==> src/rtl/srr_pkg.sv <==
package srr_pkg;

   typedef enum logic [1:0] {
      ST_IDLE  = 2'd0,
      ST_READY = 2'd1,
      ST_CMD   = 2'd2,
      ST_READ  = 2'd3
   } srr_state_e;

   localparam int unsigned DEF_ADDR_BITS = 7;
   localparam int unsigned DEF_BYTE_BITS = 8;
   localparam int unsigned DEF_DEPTH     = 1 << (DEF_ADDR_BITS + 1);
   localparam int unsigned DEF_IMG_W     = DEF_DEPTH * DEF_BYTE_BITS;

   // Default image: a fixed station address in bytes 0..5, a filler pattern after it.
   function automatic logic [DEF_IMG_W-1:0] default_image();
      logic [DEF_IMG_W-1:0] img;
      logic [47:0]          station;
      station = 48'h02_00_5E_10_20_30;
      img     = '0;
      for (int i = 0; i < DEF_DEPTH; i++) begin
         if (i < 6) img[i*8 +: 8] = station[47 - i*8 -: 8];
         else       img[i*8 +: 8] = 8'(i) ^ 8'h5A;
      end
      return img;
   endfunction

endpackage

==> src/rtl/srr_ctrl_edge.sv <==
module srr_ctrl_edge (
   input  logic clk_i,
   input  logic rst_ni,
   input  logic wr_i,
   input  logic sel_i,
   input  logic sclk_i,
   output logic sel_rise_o,
   output logic sel_drop_o,
   output logic sclk_rise_o
);

   logic sel_q, sclk_q;

   always_ff @(posedge clk_i) begin
      if (!rst_ni) begin
         sel_q  <= 1'b0;
         sclk_q <= 1'b0;
      end else if (wr_i) begin
         sel_q  <= sel_i;
         sclk_q <= sclk_i;
      end
   end

   assign sel_rise_o  = wr_i &  sel_i  & ~sel_q;
   assign sel_drop_o  = wr_i & ~sel_i;
   assign sclk_rise_o = wr_i &  sclk_i & ~sclk_q;

endmodule

==> src/rtl/srr_word_rom.sv <==
module srr_word_rom #(
   parameter int unsigned ADDR_BITS  = 7,
   parameter int unsigned BYTE_BITS  = 8,
   parameter bit          REG_STORE  = 1'b0,
   parameter int unsigned DEPTH      = 1 << (ADDR_BITS + 1),
   parameter logic [DEPTH*BYTE_BITS-1:0] IMAGE = '0
) (
   input  logic                   clk_i,
   input  logic                   rst_ni,
   input  logic [ADDR_BITS-1:0]   word_addr_i,
   output logic [2*BYTE_BITS-1:0] word_o
);

   localparam int unsigned BADDR_W = ADDR_BITS + 1;

   logic [BADDR_W-1:0] hi_addr, lo_addr;

   assign hi_addr = {word_addr_i, 1'b0};
   assign lo_addr = {word_addr_i, 1'b1};

   initial begin
      assert (DEPTH == (1 << BADDR_W))
         else $error("srr_word_rom: DEPTH must cover the byte address space");
   end

   generate
      if (REG_STORE) begin : g_flops
         logic [BYTE_BITS-1:0] mem_q [DEPTH];
         always_ff @(posedge clk_i) begin
            if (!rst_ni) begin
               for (int i = 0; i < DEPTH; i++) mem_q[i] <= IMAGE[i*BYTE_BITS +: BYTE_BITS];
            end
         end
         assign word_o = {mem_q[hi_addr], mem_q[lo_addr]};
      end else begin : g_const
         assign word_o = {IMAGE[int'(hi_addr)*BYTE_BITS +: BYTE_BITS],
                          IMAGE[int'(lo_addr)*BYTE_BITS +: BYTE_BITS]};
      end
   endgenerate

endmodule

==> src/rtl/srr_seq.sv <==
module srr_seq
   import srr_pkg::*;
#(
   parameter int unsigned ADDR_BITS = 7,
   parameter int unsigned BYTE_BITS = 8,
   parameter int unsigned CMD_BITS  = ADDR_BITS + 1,
   parameter int unsigned WORD_BITS = 2 * BYTE_BITS,
   parameter int unsigned CNT_W     = $clog2(WORD_BITS + 2)
) (
   input  logic                 clk_i,
   input  logic                 rst_ni,
   input  logic                 wr_i,
   input  logic                 sel_i,
   input  logic                 sdi_i,
   input  logic                 sel_rise_i,
   input  logic                 sel_drop_i,
   input  logic                 sclk_rise_i,
   output logic [ADDR_BITS-1:0] rom_addr_o,
   input  logic [WORD_BITS-1:0] rom_word_i,
   output logic                 sdo_o,
   output logic                 overread_o,
   output logic                 unsup_o
);

   localparam logic [CNT_W-1:0] CMD_LAST = CNT_W'(CMD_BITS);
   localparam logic [CNT_W-1:0] WORD_END = CNT_W'(WORD_BITS);
   localparam logic [CNT_W-1:0] CNT_SAT  = CNT_W'(WORD_BITS + 1);

   initial begin
      assert (CMD_BITS == ADDR_BITS + 1)
         else $error("srr_seq: command is one read flag bit plus the address");
      assert (CMD_BITS <= WORD_BITS + 1)
         else $error("srr_seq: counter too narrow for command");
   end

   srr_state_e           state_q, state_mid, state_d;
   logic [CMD_BITS-1:0]  cmd_q, cmd_d, cmd_shift;
   logic [WORD_BITS-1:0] word_q, word_d;
   logic [CNT_W-1:0]     cnt_q, cnt_d, cnt_inc;
   logic                 sdo_q, sdo_d;
   logic                 over_q, over_d;
   logic                 unsup_q, unsup_d;

   assign cmd_shift  = {cmd_q[CMD_BITS-2:0], sdi_i};
   assign cnt_inc    = cnt_q + 1'b1;
   assign rom_addr_o = cmd_shift[ADDR_BITS-1:0];

   // Select handling is applied before the clock event of the same write.
   always_comb begin
      state_mid = state_q;
      if (sel_drop_i)      state_mid = ST_IDLE;
      else if (sel_rise_i) state_mid = ST_READY;
   end

   always_comb begin
      state_d = state_mid;
      cmd_d   = cmd_q;
      word_d  = word_q;
      cnt_d   = cnt_q;
      sdo_d   = sdo_q;
      over_d  = over_q;
      unsup_d = unsup_q;
      if (sclk_rise_i) begin
         unique case (state_mid)
            ST_READY: begin
               state_d = ST_CMD;
               cnt_d   = '0;
            end
            ST_CMD: begin
               cmd_d = cmd_shift;
               cnt_d = cnt_inc;
               if (cnt_inc == CMD_LAST) begin
                  cnt_d = '0;
                  if (cmd_shift[CMD_BITS-1]) begin
                     state_d = ST_READ;
                     word_d  = rom_word_i;
                  end else begin
                     state_d = ST_IDLE;
                     unsup_d = 1'b1;
                  end
               end
            end
            ST_READ: begin
               sdo_d  = word_q[WORD_BITS-1];
               word_d = {word_q[WORD_BITS-2:0], 1'b0};
               if (cnt_q != CNT_SAT) cnt_d = cnt_inc;
               if (cnt_q >= WORD_END) over_d = 1'b1;
            end
            default: ;
         endcase
      end
   end

   always_ff @(posedge clk_i) begin
      if (!rst_ni) begin
         state_q <= ST_IDLE;
         cmd_q   <= '0;
         word_q  <= '0;
         cnt_q   <= '0;
         sdo_q   <= 1'b0;
         over_q  <= 1'b0;
         unsup_q <= 1'b0;
      end else begin
         state_q <= state_d;
         cmd_q   <= cmd_d;
         word_q  <= word_d;
         cnt_q   <= cnt_d;
         sdo_q   <= sdo_d;
         over_q  <= over_d;
         unsup_q <= unsup_d;
      end
   end

   assign sdo_o      = sdo_q;
   assign overread_o = over_q;
   assign unsup_o    = unsup_q;


   sel_low_idle_chk: assert property (@(posedge clk_i) disable iff (!rst_ni)
      (wr_i && !sel_i) |=> (state_q == ST_IDLE));

   sdo_hold_chk: assert property (@(posedge clk_i) disable iff (!rst_ni)
      !sclk_rise_i |=> $stable(sdo_q));

   overread_sticky_chk: assert property (@(posedge clk_i) disable iff (!rst_ni)
      over_q |=> over_q);

   unsup_sticky_chk: assert property (@(posedge clk_i) disable iff (!rst_ni)
      unsup_q |=> unsup_q);

   cmd_count_chk: assert property (@(posedge clk_i) disable iff (!rst_ni)
      (state_q == ST_CMD) |-> (cnt_q < CMD_LAST));

   cnt_sat_chk: assert property (@(posedge clk_i) disable iff (!rst_ni)
      cnt_q <= CNT_SAT);

endmodule

==> src/rtl/serial_rom_responder.sv <==
module serial_rom_responder
   import srr_pkg::*;
#(
   parameter int unsigned ADDR_BITS = srr_pkg::DEF_ADDR_BITS,
   parameter int unsigned BYTE_BITS = srr_pkg::DEF_BYTE_BITS,
   parameter bit          REG_STORE = 1'b0,
   parameter logic [((1 << (ADDR_BITS + 1)) * BYTE_BITS)-1:0] INIT_IMAGE = srr_pkg::default_image()
) (
   input  logic clk_i,
   input  logic rst_ni,
   input  logic ctrl_wr_i,
   input  logic ctrl_sel_i,
   input  logic ctrl_sclk_i,
   input  logic ctrl_sdi_i,
   output logic sdo_o,
   output logic overread_o,
   output logic unsup_cmd_o
);

   localparam int unsigned DEPTH     = 1 << (ADDR_BITS + 1);
   localparam int unsigned WORD_BITS = 2 * BYTE_BITS;
   localparam int unsigned CMD_BITS  = ADDR_BITS + 1;

   initial begin
      assert (ADDR_BITS >= 3 && ADDR_BITS <= 10)
         else $error("serial_rom_responder: ADDR_BITS out of range");
      assert (BYTE_BITS >= 2)
         else $error("serial_rom_responder: BYTE_BITS too small");
   end

   logic                 sel_rise, sel_drop, sclk_rise;
   logic [ADDR_BITS-1:0] rom_addr;
   logic [WORD_BITS-1:0] rom_word;

   srr_ctrl_edge i_edge (
      .clk_i       (clk_i),
      .rst_ni      (rst_ni),
      .wr_i        (ctrl_wr_i),
      .sel_i       (ctrl_sel_i),
      .sclk_i      (ctrl_sclk_i),
      .sel_rise_o  (sel_rise),
      .sel_drop_o  (sel_drop),
      .sclk_rise_o (sclk_rise)
   );

   srr_word_rom #(
      .ADDR_BITS (ADDR_BITS),
      .BYTE_BITS (BYTE_BITS),
      .REG_STORE (REG_STORE),
      .DEPTH     (DEPTH),
      .IMAGE     (INIT_IMAGE)
   ) i_rom (
      .clk_i       (clk_i),
      .rst_ni      (rst_ni),
      .word_addr_i (rom_addr),
      .word_o      (rom_word)
   );

   srr_seq #(
      .ADDR_BITS (ADDR_BITS),
      .BYTE_BITS (BYTE_BITS),
      .CMD_BITS  (CMD_BITS),
      .WORD_BITS (WORD_BITS)
   ) i_seq (
      .clk_i       (clk_i),
      .rst_ni      (rst_ni),
      .wr_i        (ctrl_wr_i),
      .sel_i       (ctrl_sel_i),
      .sdi_i       (ctrl_sdi_i),
      .sel_rise_i  (sel_rise),
      .sel_drop_i  (sel_drop),
      .sclk_rise_i (sclk_rise),
      .rom_addr_o  (rom_addr),
      .rom_word_i  (rom_word),
      .sdo_o       (sdo_o),
      .overread_o  (overread_o),
      .unsup_o     (unsup_cmd_o)
   );


   no_write_hold_chk: assert property (@(posedge clk_i) disable iff (!rst_ni)
      !ctrl_wr_i |=> ($stable(sdo_o) && $stable(overread_o) && $stable(unsup_cmd_o)));

endmodule

==> config.mk <==
export PLATFORM = sky130hd
export DESIGN_NAME = serial_rom_responder
export DESIGN_NICKNAME = d
export VERILOG_FILES = /design/src/rtl/srr_pkg.sv /design/src/rtl/srr_ctrl_edge.sv /design/src/rtl/srr_word_rom.sv /design/src/rtl/srr_seq.sv /design/src/rtl/serial_rom_responder.sv
export SDC_FILE = /design/constraint.sdc
export NUM_CORES = 1
export LEC_CHECK = 0
export BUFFER_PORTS_ARGS = -buffer_cell sky130_fd_sc_hd__buf_4
export CORE_ASPECT_RATIO = 0.5
export CORE_MARGIN = 2
export CORE_UTILIZATION = 50
export CTS_CLUSTER_DIAMETER = 50
export DETAILED_ROUTE_END_ITERATION = 8
export PLACE_DENSITY = 0.67
export SKIP_LAST_GASP = 1
export SYNTH_ARGS = -nofsm -noshare
export SYNTH_HDL_FRONTEND = slang
export SYNTH_SLANG_ARGS = --single-unit
export TNS_END_PERCENT = 10
==> constraint.sdc <==
create_clock -name clk_i -period 3.5 [get_ports clk_i]
set_clock_uncertainty 0.05 [all_clocks]
set_input_delay 0.35 -clock clk_i [delete_from_list [all_inputs] [get_ports clk_i]]
set_output_delay 0.35 -clock clk_i [all_outputs]
set_load 0.01 [all_outputs]
# Yosys cells after proc, flatten, opt, wreduce, memory -nomap -nowiden
# Index checks and enable logic that the tools add are counted.
word_totals:
  register_bits: 35
  input_bits: 6
  out_inout_bits: 3
classes:
  n_addsub: 1
  magnitude_cmp: 1
  n_eq_ne: 8
  n_shift: 2
  mux: 12
  n_bitwise: 9
  n_reduce_logical: 8
ops:
  columns: ["operator", "n"]
  rows:
  - ["2048-bit by 12-bit indexed part select with 8-bit output (first input constant)", 2]
  - ["16-bit 2-to-1 mux", 2]
  - ["16-bit one-hot mux with 2 select lines", 1]
  - ["5-bit one-hot mux with 3 select lines", 1]
  - ["2-bit 2-to-1 mux", 5]
  - ["5-bit 2-to-1 mux", 2]
  - ["4-bit AND reduction", 2]
  - ["2-bit by 1-bit inequality test with 1-bit output (second input constant)", 3]
  - ["3-bit AND reduction", 2]
  - ["5-bit by 1-bit adder with 5-bit output (second input constant)", 1]
  - ["1-bit AND", 5]
  - ["5-bit by 4-bit equality test with 1-bit output (second input constant)", 1]
  - ["5-bit >= comparator (second input constant)", 1]
  - ["5-bit inequality test (second input constant)", 1]
  - ["2-bit equality test (second input constant)", 2]
  - ["1-bit NOT", 4]
  - ["2-bit one-hot mux with 2 select lines", 1]
  - ["2-bit AND reduction", 2]
  - ["3-bit nonzero test", 1]
  - ["2-bit by 1-bit equality test with 1-bit output (second input constant)", 1]
  - ["2-bit nonzero test", 1]

# Longest topological paths before layout
# Gate-level depths: netlist of run 1.
logic_depth:
  word_depth: 7
  depth_mapped: 12
  ltp_nobuf: 10

# By module
# From an unflattened synthesis of run 1, not the netlist that was laid out.
unflattened:
  hier_cells: 227
  area_unflattened_um2: 1914.3
by_module_without_submodules:
  columns: ["mod", "instances", "cells_per_inst", "area_each_um2"]
  rows:
  - ["srr_seq", 1, 189, 1635.3]
  - ["srr_word_rom", 1, 28, 186.4]
  - ["srr_ctrl_edge", 1, 10, 92.6]

# Worst setup path after synthesis of run 1
# No wires, ideal clock.
synth_path:
  path_kind: "input to register"
  from: "in ctrl_wr_i"
  to: "reg i_seq.cnt_q[2]"
  setup_time_ns: 0.065
  arrival_ns: 2.190
  path_slack_ns: 1.195
  stages: 12
  cell_sequence: "clkbuf_2 inv_1 nor2_1 o22ai_1 inv_1 ha_1 and2_1 a311oi_1 buf_2 nor4bb_1 a21oi_1 nor2_1"
synth_between:
  elab_chain_cells: 7
  word_cells_on_any_way: 14
synth_rtl:
  columns: ["element", "line", "source"]
  rows:
  - ["from (decl)", "serial_rom_responder.sv:11", "input logic ctrl_wr_i,"]
  - ["1-bit AND (2 in a row)", "srr_ctrl_edge.sv:24", "assign sel_rise_o = wr_i & sel_i & ~sel_q;"]
  - ["2-bit 2-to-1 mux", "srr_seq.sv:52", "else if (sel_rise_i) state_mid = ST_READY;"]
  - ["2-bit 2-to-1 mux", "srr_seq.sv:51", "if (sel_drop_i) state_mid = ST_IDLE;"]
  - ["2-bit equality test / 2-bit by 1-bit equality test with 1-bit output (equally long branches)", "srr_seq.sv:64", "unique case (state_mid)"]
  - ["2-bit by 1-bit inequality test with 1-bit output (no source line) / 3-bit nonzero test (equally long branches)", null, null]
  - ["3-bit AND reduction (no source line)", null, null]
  - ["to (signal assigned)", "srr_seq.sv:107", "cnt_q <= cnt_d;"]
  - ["to (decl)", "srr_seq.sv:39", "logic [CNT_W-1:0] cnt_q, cnt_d, cnt_inc;"]
# Parallel ways exist; a longest one is shown, timed or not.
# A chain may end at the register's enable or synchronous reset.

# Worst setup path after layout of run 1
layout_path:
  from: "reg i_edge.sel_q"
  to: "reg i_seq.word_q[10]"
layout_between:
  elab_chain_cells: 7
  word_cells_on_any_way: 11
layout_rtl:
  columns: ["element", "line", "source"]
  rows:
  - ["from (decl)", "srr_ctrl_edge.sv:12", "logic sel_q, sclk_q;"]
  - ["from (signal assigned)", "srr_ctrl_edge.sv:19", "sel_q <= sel_i;"]
  - ["1-bit NOT *", "srr_ctrl_edge.sv:24", null]
  - ["1-bit AND *", "srr_ctrl_edge.sv:24", null]
  - ["2-bit 2-to-1 mux *", "srr_seq.sv:52", null]
  - ["2-bit 2-to-1 mux *", "srr_seq.sv:51", null]
  - ["2-bit equality test", "srr_seq.sv:64", null]
  - ["2-bit by 1-bit inequality test with 1-bit output (no source line) / 2-bit nonzero test (equally long branches)", null, null]
  - ["4-bit AND reduction (no source line)", null, null]
  - ["to (signal assigned)", "srr_seq.sv:106", "word_q <= word_d;"]
  - ["to (decl)", "srr_seq.sv:38", "logic [WORD_BITS-1:0] word_q, word_d;"]
# Every way passes the cells marked *; elsewhere a longest branch is shown, timed or not.

==> results.md, run 1 <==
* Fmax at between 400 and 500 MHz
* Synth area leaders: dfxtp_1 (36%), nand2_1 (7.8%), a21oi_1 (6.4%)
* Yosys top cell area share at 0.3558
* First-pass GRT wire length at 7182 um
* Fin nets at roughly 260
* Worst VDD drop at between 150 and 200 uV
* Yosys top cell by area: dfxtp_1
* PortBufs at 8
* Synth cell types at 55
* Core Region at a little under 4000 um^2
* CTS buffer count at 5
* Crit end category: flip-flop
* Startpoint types: flip-flop
* Ys flop type: dfxtp_1
* Hold crit path type: input port to flip-flop
* Status: complete, no violations
* Sum Neg Setup Slack at 0 ns
* Crit. Startpoint: i_edge.sel_q$_SDFFE_PN0P_
* Clock sink count at 35
* Congestion Overflow GR at 0
* Routed Antenna Nets at 0
* Post-CTS Setup Bufs at 0
* Min-delay src: ctrl_sclk_i
* Slew Limit Fails at 0
* Clock-pin transition on the worst setup and hold timing paths at ~0.070 ns
* Netlist Area Pre-Place at 1969 um^2
* Leakage at approximately 0.8 nW
* RSZ-0062 raised after global routing: no
* Total wire length at around 4300 um
* Share of cells above drive strength 1 at 0.1148
* Vias in the first global route at ~1600
* CP max stage delay at approximately 0.44 ns
* Clock Latency Late Sink at ~0.29 ns
* Area grow syn2layout at 7.942%
* Placed insts at a little under 300
* Crit path cell chain: nor2_1 > o22ai_1 > ha_1 > nand2_1 > o31ai_4 > nand2_2 > mux2_2
* FILL cells at between 300 and 400
* ANT cells at 0
* Setup violators final at 0
* Count of warnings emitted by yosys at 0
* Hold buffers post-CTS at 0
* Crit share post-route at 0.6806
* H-tree depth at 2
* Sequential share of the synthesized area at 0.3558
* Crit path buf inv count at 0
* Worst-case reg-to-reg path depth at 7
* Crit Path Max Fanout at 12
* Worst path depth at 7
* WS Path Type: flip-flop to flip-flop
* Least-Margin Pin Slew at between 0.8 and 0.9 ns
* Fin crit period at between 2 and 2.5 ns
* DR vias/cell at approximately 5.8
* R2R Setup Slk at around 1.1 ns
* Reg2reg start: i_edge.sel_q$_SDFFE_PN0P_
* Initial antenna violation count at 0
* GR Util All Layers at 0.2048
* Max Cap Viol at 0
* Syn_area_per_cell at 8.172 um^2
* Ports at 9
* Worst slew margin at 0.4528
* Worst path arrival time at between 2 and 3 ns
* Row Count at 16
* Largest net degree at the start of global routing at 28
* Fin util at 0.5531
* Vias at between 1500 and 2000
* Full die area at between 4000 and 5000 um^2
* Die Width at between 90 and 100 um
* Fin Hold WS at 0.2668 ns
* Gate count after technology mapping at 241
* Hpwl dp at 2998 um
* Hold depth at 3
* Starting Density at 0.5124
* Placer Congestion at roughly 0.86
* Final hold violation count at 0
* Synthesized Nets at 254
* Post-synth EDFFs at 0
* 1st-iter DRT viols at between 100 and 150
* DR WL/cell at approximately 15 um
* Dpl cell area at approximately 2000 um^2
* Finished Cell Area at 2126 um^2
* Crit path max-delay family: compound AO/OA/AOI/OAI gates
* Critical Path RT at 3.63 ns
* Root Driver: clkbuf_8
* Async SR Flop Fraction at 0
* Post-CTS sizing at 0
* Drt pass-1 iters at 4
* Yosys reg bits at 35
* Die height at 48.38 um
* PD cells at about 350 nW/um^2
* Drt drc at 0
* Non-Filler Instances at approximately 300
* Crit-path slowest cell: o31ai_4
* Clock Tree Buf Depth at 2
* CTS tree: yes
## through the flow
stage	worst slack, ns	total power [mW]
3_5_place_dp	0.9634	0.4694
4_1_cts	1.136	0.7527
6_report	1.118	0.7452
3_3_place_gp	1.014	0.4685
5_1_grt	0.9730	0.7785
2_1_floorplan	1.195	0.4555
## registers in the layout, indices dropped and copies added (netlist names)
| name | flops |
|---|---|
| i_seq.overread_o | 1 |
| i_edge.sel_q | 1 |
| i_seq.word_q | 16 |
| i_seq.unsup_o | 1 |
| i_edge.sclk_q | 1 |
| i_seq.sdo_o | 1 |
| i_seq.cnt_q | 5 |
| i_seq.cmd_q | 7 |
| i_seq.state_q | 2 |
## worst paths after layout
| check | to |
|---|---|
| setup / recovery | i_seq.word_q[10]$_SDFFE_PN0P_ |
| hold / removal | i_edge.sclk_q$_SDFFE_PN0P_ |
| setup reg to reg | i_seq.word_q[10]$_SDFFE_PN0P_ |
| hold reg to reg | i_seq.word_q[8]$_SDFFE_PN0P_ |
## cell type report
cell class | count | area, um^2 | area share
well taps | 54 | 67.56 | 0.03178
clock buffers | 7 | 76.32 | 0.03590
repair buffers | 11 | 82.58 | 0.03885
clock inverters | 1 | 5.005 | 0.002354
multi-input cells | 181 | 1160 | 0.5456
flip-flops and latches | 35 | 700.7 | 0.3296
inverters | 9 | 33.78 | 0.01589
## routing by layer
layer / global-route usage / vias to the layer above / wire length [um]
met3: 0.05607 / 9 / 242
met2: 0.3017 / 39 / 1835
met5: 0 / - / 0
met1: 0.2878 / 801 / 2172
li1: - / 869 / -
met4: 0.07843 / 0 / 72
## synthesized netlist by cell type (5+ instances only)
cell type / count
a21oi_1: 25
a311oi_1: 6
a31oi_1: 5
clkbuf_1: 8
dfxtp_1: 35
ha_1: 7
inv_1: 9
mux2i_1: 10
nand2_1: 41
nand3_1: 10
nor2_1: 14
o21ai_0: 11
## worst min-delay path: stages
cell	delay, ns
buf_4	0.09
mux2i_1	0.06
nor2_1	0.07
## cell usage in the layout (no fill, tap or decap), types with 5 or more instances in the layout
master / count
ha_1: 7
buf_4: 11
a311oi_1: 6
nand2_1: 41
a31oi_1: 5
dfxtp_1: 35
clkbuf_8: 5
o21ai_0: 11
nand3_1: 10
mux2i_1: 10
nor2_1: 14
inv_1: 9
a21oi_1: 25
## power breakdown
| part | switching [mW] | internal [mW] |
|---|---|---|
| Clock | 0.145 | 0.140 |
| Sequential | 0.00252 | 0.402 |
| Combinational | 0.0351 | 0.0208 |
## logic make-up after synthesis
| logic type | Yosys count | share of synthesized area |
|---|---|---|
| DFF | 35 | 0.3558 |
| xor gates and xnor gates | 3 | 0.01334 |
| buffers and inverters | 25 | 0.05527 |
| AOI/OAI and AO/OA | 76 | 0.2656 |
| adders and majority gates | 7 | 0.04447 |
| muxes | 11 | 0.05655 |
| and+or+nand+nor | 84 | 0.2090 |
Power figures use the tool's default switching activity.
==> run 2, diff against run 1 <==
--- a/config.mk
+++ b/config.mk
@@ -11,7 +11,7 @@
 export CORE_UTILIZATION = 50
 export CTS_CLUSTER_DIAMETER = 50
 export DETAILED_ROUTE_END_ITERATION = 8
-export PLACE_DENSITY = 0.67
+export PLACE_DENSITY = 0.7
 export SKIP_LAST_GASP = 1
 export SYNTH_ARGS = -nofsm -noshare
 export SYNTH_HDL_FRONTEND = slang
==> constraint.sdc (replaced) <==
create_clock -name clk_i -period 2 [get_ports clk_i]
set_clock_uncertainty 0.05 [all_clocks]
set_input_delay 0.2 -clock clk_i [delete_from_list [all_inputs] [get_ports clk_i]]
set_output_delay 0.2 -clock clk_i [all_outputs]
set_load 0.01 [all_outputs]
==> results.md, run 2 (same netlist as run 1, synthesis figures left out) <==
* Fmax at 496.1 MHz (+18%)
* 1st-iter DRT viols at 113 (+6.6%)
* Commonest non-fill, non-tap cell in the layout: nand2_1
* Crit end category: flip-flop
* Clock Tree Buf Depth at 2 (unchanged)
* Fin worst setup slack at -0.01577 ns (-1.134 ns)
* Failing checks: negative setup slack
* Tot Pwr at 1.418 mW (+90%)
* PortBufs at 8 (unchanged)
* Finished Cell Area at 2494 um^2 (+17%)
* H-tree depth at 2 (unchanged)
* PD cells at 568.7 nW/um^2 (+62%)
* Status: finished, violations left
* Drt pass-1 iters at 4 (unchanged)
* Max Cap Viol at 0 (unchanged)
* Min-delay src: ctrl_sclk_i
* Hold crit path type: input port to flip-flop
* Setup violators final at 1 (+1)
* Pre-CTS WS at -0.06223 ns (-1.026 ns)
* Least-Margin Pin Slew at 0.8051 ns (-0.01487 ns)
* Combinational power share at 0.086 (+0.011)
* First-pass GRT wire length at 8190 um (+14%)
* Row Count at 16 (unchanged)
* Fin crit period at 2.016 ns (-0.3664 ns)
* Root Driver: clkbuf_8
* DR WL/cell at 15.22 um (+4.9%)
* Vias at 1902 (+11%)
* Dpl cell area at 2230 um^2 (+9.1%)
* Placer Congestion at 0.8688 (+0.47%)
* Worst VDD drop at 318.1 uV (+71%)
* Routed Antenna Nets at 0 (unchanged)
* GR Util All Layers at 0.2297 (+0.02496)
* Flop pwr share at 0.501 (-0.042)
* Congestion Overflow GR at 0 (unchanged)
* Full die area at 4487 um^2 (unchanged)
* Hold depth at 3 (unchanged)
* Total wire length at 4991 um (+15%)
* Crit Path Max Fanout at 6 (-6)
* Sw frac at 0.2469 (+0.002275)
* Share of cells above drive strength 1 at 0.2920 (+0.1772)
* Die Width at 92.76 um (unchanged)
* Ports at 9 (unchanged)
* Largest register FFs at 16 (unchanged)
* Initial antenna violation count at 0 (unchanged)
* End of the worst hold path: i_edge.sclk_q$_SDFFE_PN0P_
* Final hold violation count at 0 (unchanged)
* Hpwl dp at 3414 um (+14%)
* Commonest non-fill, non-tap cells in the layout: nand2_1 (41), buf_4 (38), dfxtp_1 (32)
* Crit share post-route at 1.008 (+0.3273)
* R2R Setup Slk at -0.02 ns (-1.13 ns)
* DR vias/cell at 5.799 (+0.58%)
* Cell Int Power at 1.068 mW (+90%)
* WS Path Type: flip-flop to flip-flop
* CTS buffer count at 5 (unchanged)
* RSZ-0062 raised after global routing: yes
* Leakage at 0.9606 nW (+23%)
* Fin nets at 286 (+12%)
* Vias in the first global route at 1767 (+14%)
* Slew Limit Fails at 0 (unchanged)
* Register area at 706.9 um^2 (+0.89%)
* Most flops, register: i_seq.word_q
* Die height at 48.38 um (unchanged)
* Sw Pwr at 350.1 uW (+92%)
* Startpoint types: flip-flop
* Worst-case reg-to-reg path depth at 7 (unchanged)
* Clock Latency Late Sink at 0.30 ns (about the same)
* Top Registers: i_seq.word_q x16, i_seq.cmd_q x7, i_seq.cnt_q x5
* FILL cells at 323 (-12%)
* Hold buffers post-CTS at 0 (unchanged)
* Reg2reg start: i_seq.cnt_q[1]$_SDFFE_PN0P_
* Clock Power Share at 0.413 (+0.031)
* Worst slew margin at 0.4627 (+0.009925)
* Area grow syn2layout at 26.62%
* Clock sink count at 35 (unchanged)
* CTS tree: yes
* Reg-to-reg endpoint: i_seq.word_q[3]$_SDFFE_PN0P_
* Worst path arrival time at 2.16 ns (-0.35 ns)
* Largest net degree at the start of global routing at 25 (-11%)
* Drt drc at 0 (unchanged)
* Core Region at 3844 um^2 (unchanged)
* Starting Density at 0.5124 (unchanged)
* ANT cells at 0 (unchanged)
* Multi-input gate area at 1269 um^2 (+9.4%)
* Critical Path RT at 2.14 ns (-1.49 ns)
* Clock-pin transition on the worst setup and hold timing paths at 0.08 ns (about the same)
run 2: power groups by stage:
| stage | registers (mW) | logic (mW) | clock network [mW] |
|---|---|---|---|
| after floorplan | 0.724 | 0.0750 | 0 |
| after global placement | 0.725 | 0.107 | 0 |
| after detailed placement | 0.726 | 0.110 | 0 |
| after CTS | 0.710 | 0.111 | 0.583 |
| after global routing | 0.711 | 0.135 | 0.619 |
| final | 0.710 | 0.122 | 0.586 |
run 2: worst max path at each step:
| stage | start | to | slack [ns] | depth (start not counted) |
|---|---|---|---|---|
| after CTS | i_edge.sel_q$_SDFFE_PN0P_ | i_seq.cnt_q[1]$_SDFFE_PN0P_ | 0.00005 | 9 |
| after floorplan | ctrl_wr_i | i_seq.cnt_q[1]$_SDFFE_PN0P_ | -0.03 | 11 |
| final | i_seq.cnt_q[1]$_SDFFE_PN0P_ | i_seq.word_q[3]$_SDFFE_PN0P_ | -0.02 | 7 |
| after global placement | ctrl_wr_i | i_seq.word_q[2]$_SDFFE_PN0P_ | 0.03 | 12 |
| after detailed placement | i_seq.cnt_q[1]$_SDFFE_PN0P_ | i_seq.word_q[6]$_SDFFE_PN0P_ | -0.06 | 7 |
| after global routing | i_seq.cnt_q[1]$_SDFFE_PN0P_ | i_seq.word_q[15]$_SDFFE_PN0P_ | -0.06 | 7 |
run 2: routing by layer:
| metal | track usage | wire length (um) | part of all wire |
|---|---|---|---|
| met1 | 0.3225 | 2339 | 0.47 |
| met5 | 0 | 0 | 0 |
| met4 | 0.06863 | 87 | 0.017 |
| met3 | 0.06231 | 265 | 0.053 |
| met2 | 0.3491 | 2299 | 0.46 |
run 2: metrics by stage:
stage | hold WS, ns | instances | setup TNS (ns) | util
3_5_place_dp | 0.4062 | 313 | -0.2442 | 0.5801
3_3_place_gp | 0.3957 | 313 | 0 | 0.5801
2_1_floorplan | 0.2972 | 241 | -0.04130 | -
6_report | 0.1113 | 328 | -0.01577 | 0.6488
5_1_grt | 0.1303 | 328 | -0.5237 | 0.6488
4_1_cts | 0.1155 | 323 | 0 | 0.6120
run 2: what timing repair did:
action / CTS / global route
gates cloned: 1 / 1
resized for setup: 4 / 24
setup buffers: 1 / 5
hold endpoints to repair: 0 / 0
pin swaps: 1 / 13
endpoints found under the setup margin: 9 / 19
run 2: critical path: stages, from the launching register on:
cell and delay, ns:
dfxtp_4 0.38, ha_4 0.18, nor4b_4 0.31, a41oi_2 0.11, o31ai_4 0.39, buf_6 0.20
a21oi_2 0.06, a311oi_1 0.22
run 2: cell type report:
cell class,instances,share of cell area
flip-flops and latches,35,0.2835
clock buffers,8,0.04014
repair buffers,41,0.1254
well taps,54,0.02709
inverters,9,0.01505
multi-input cells,181,0.5088
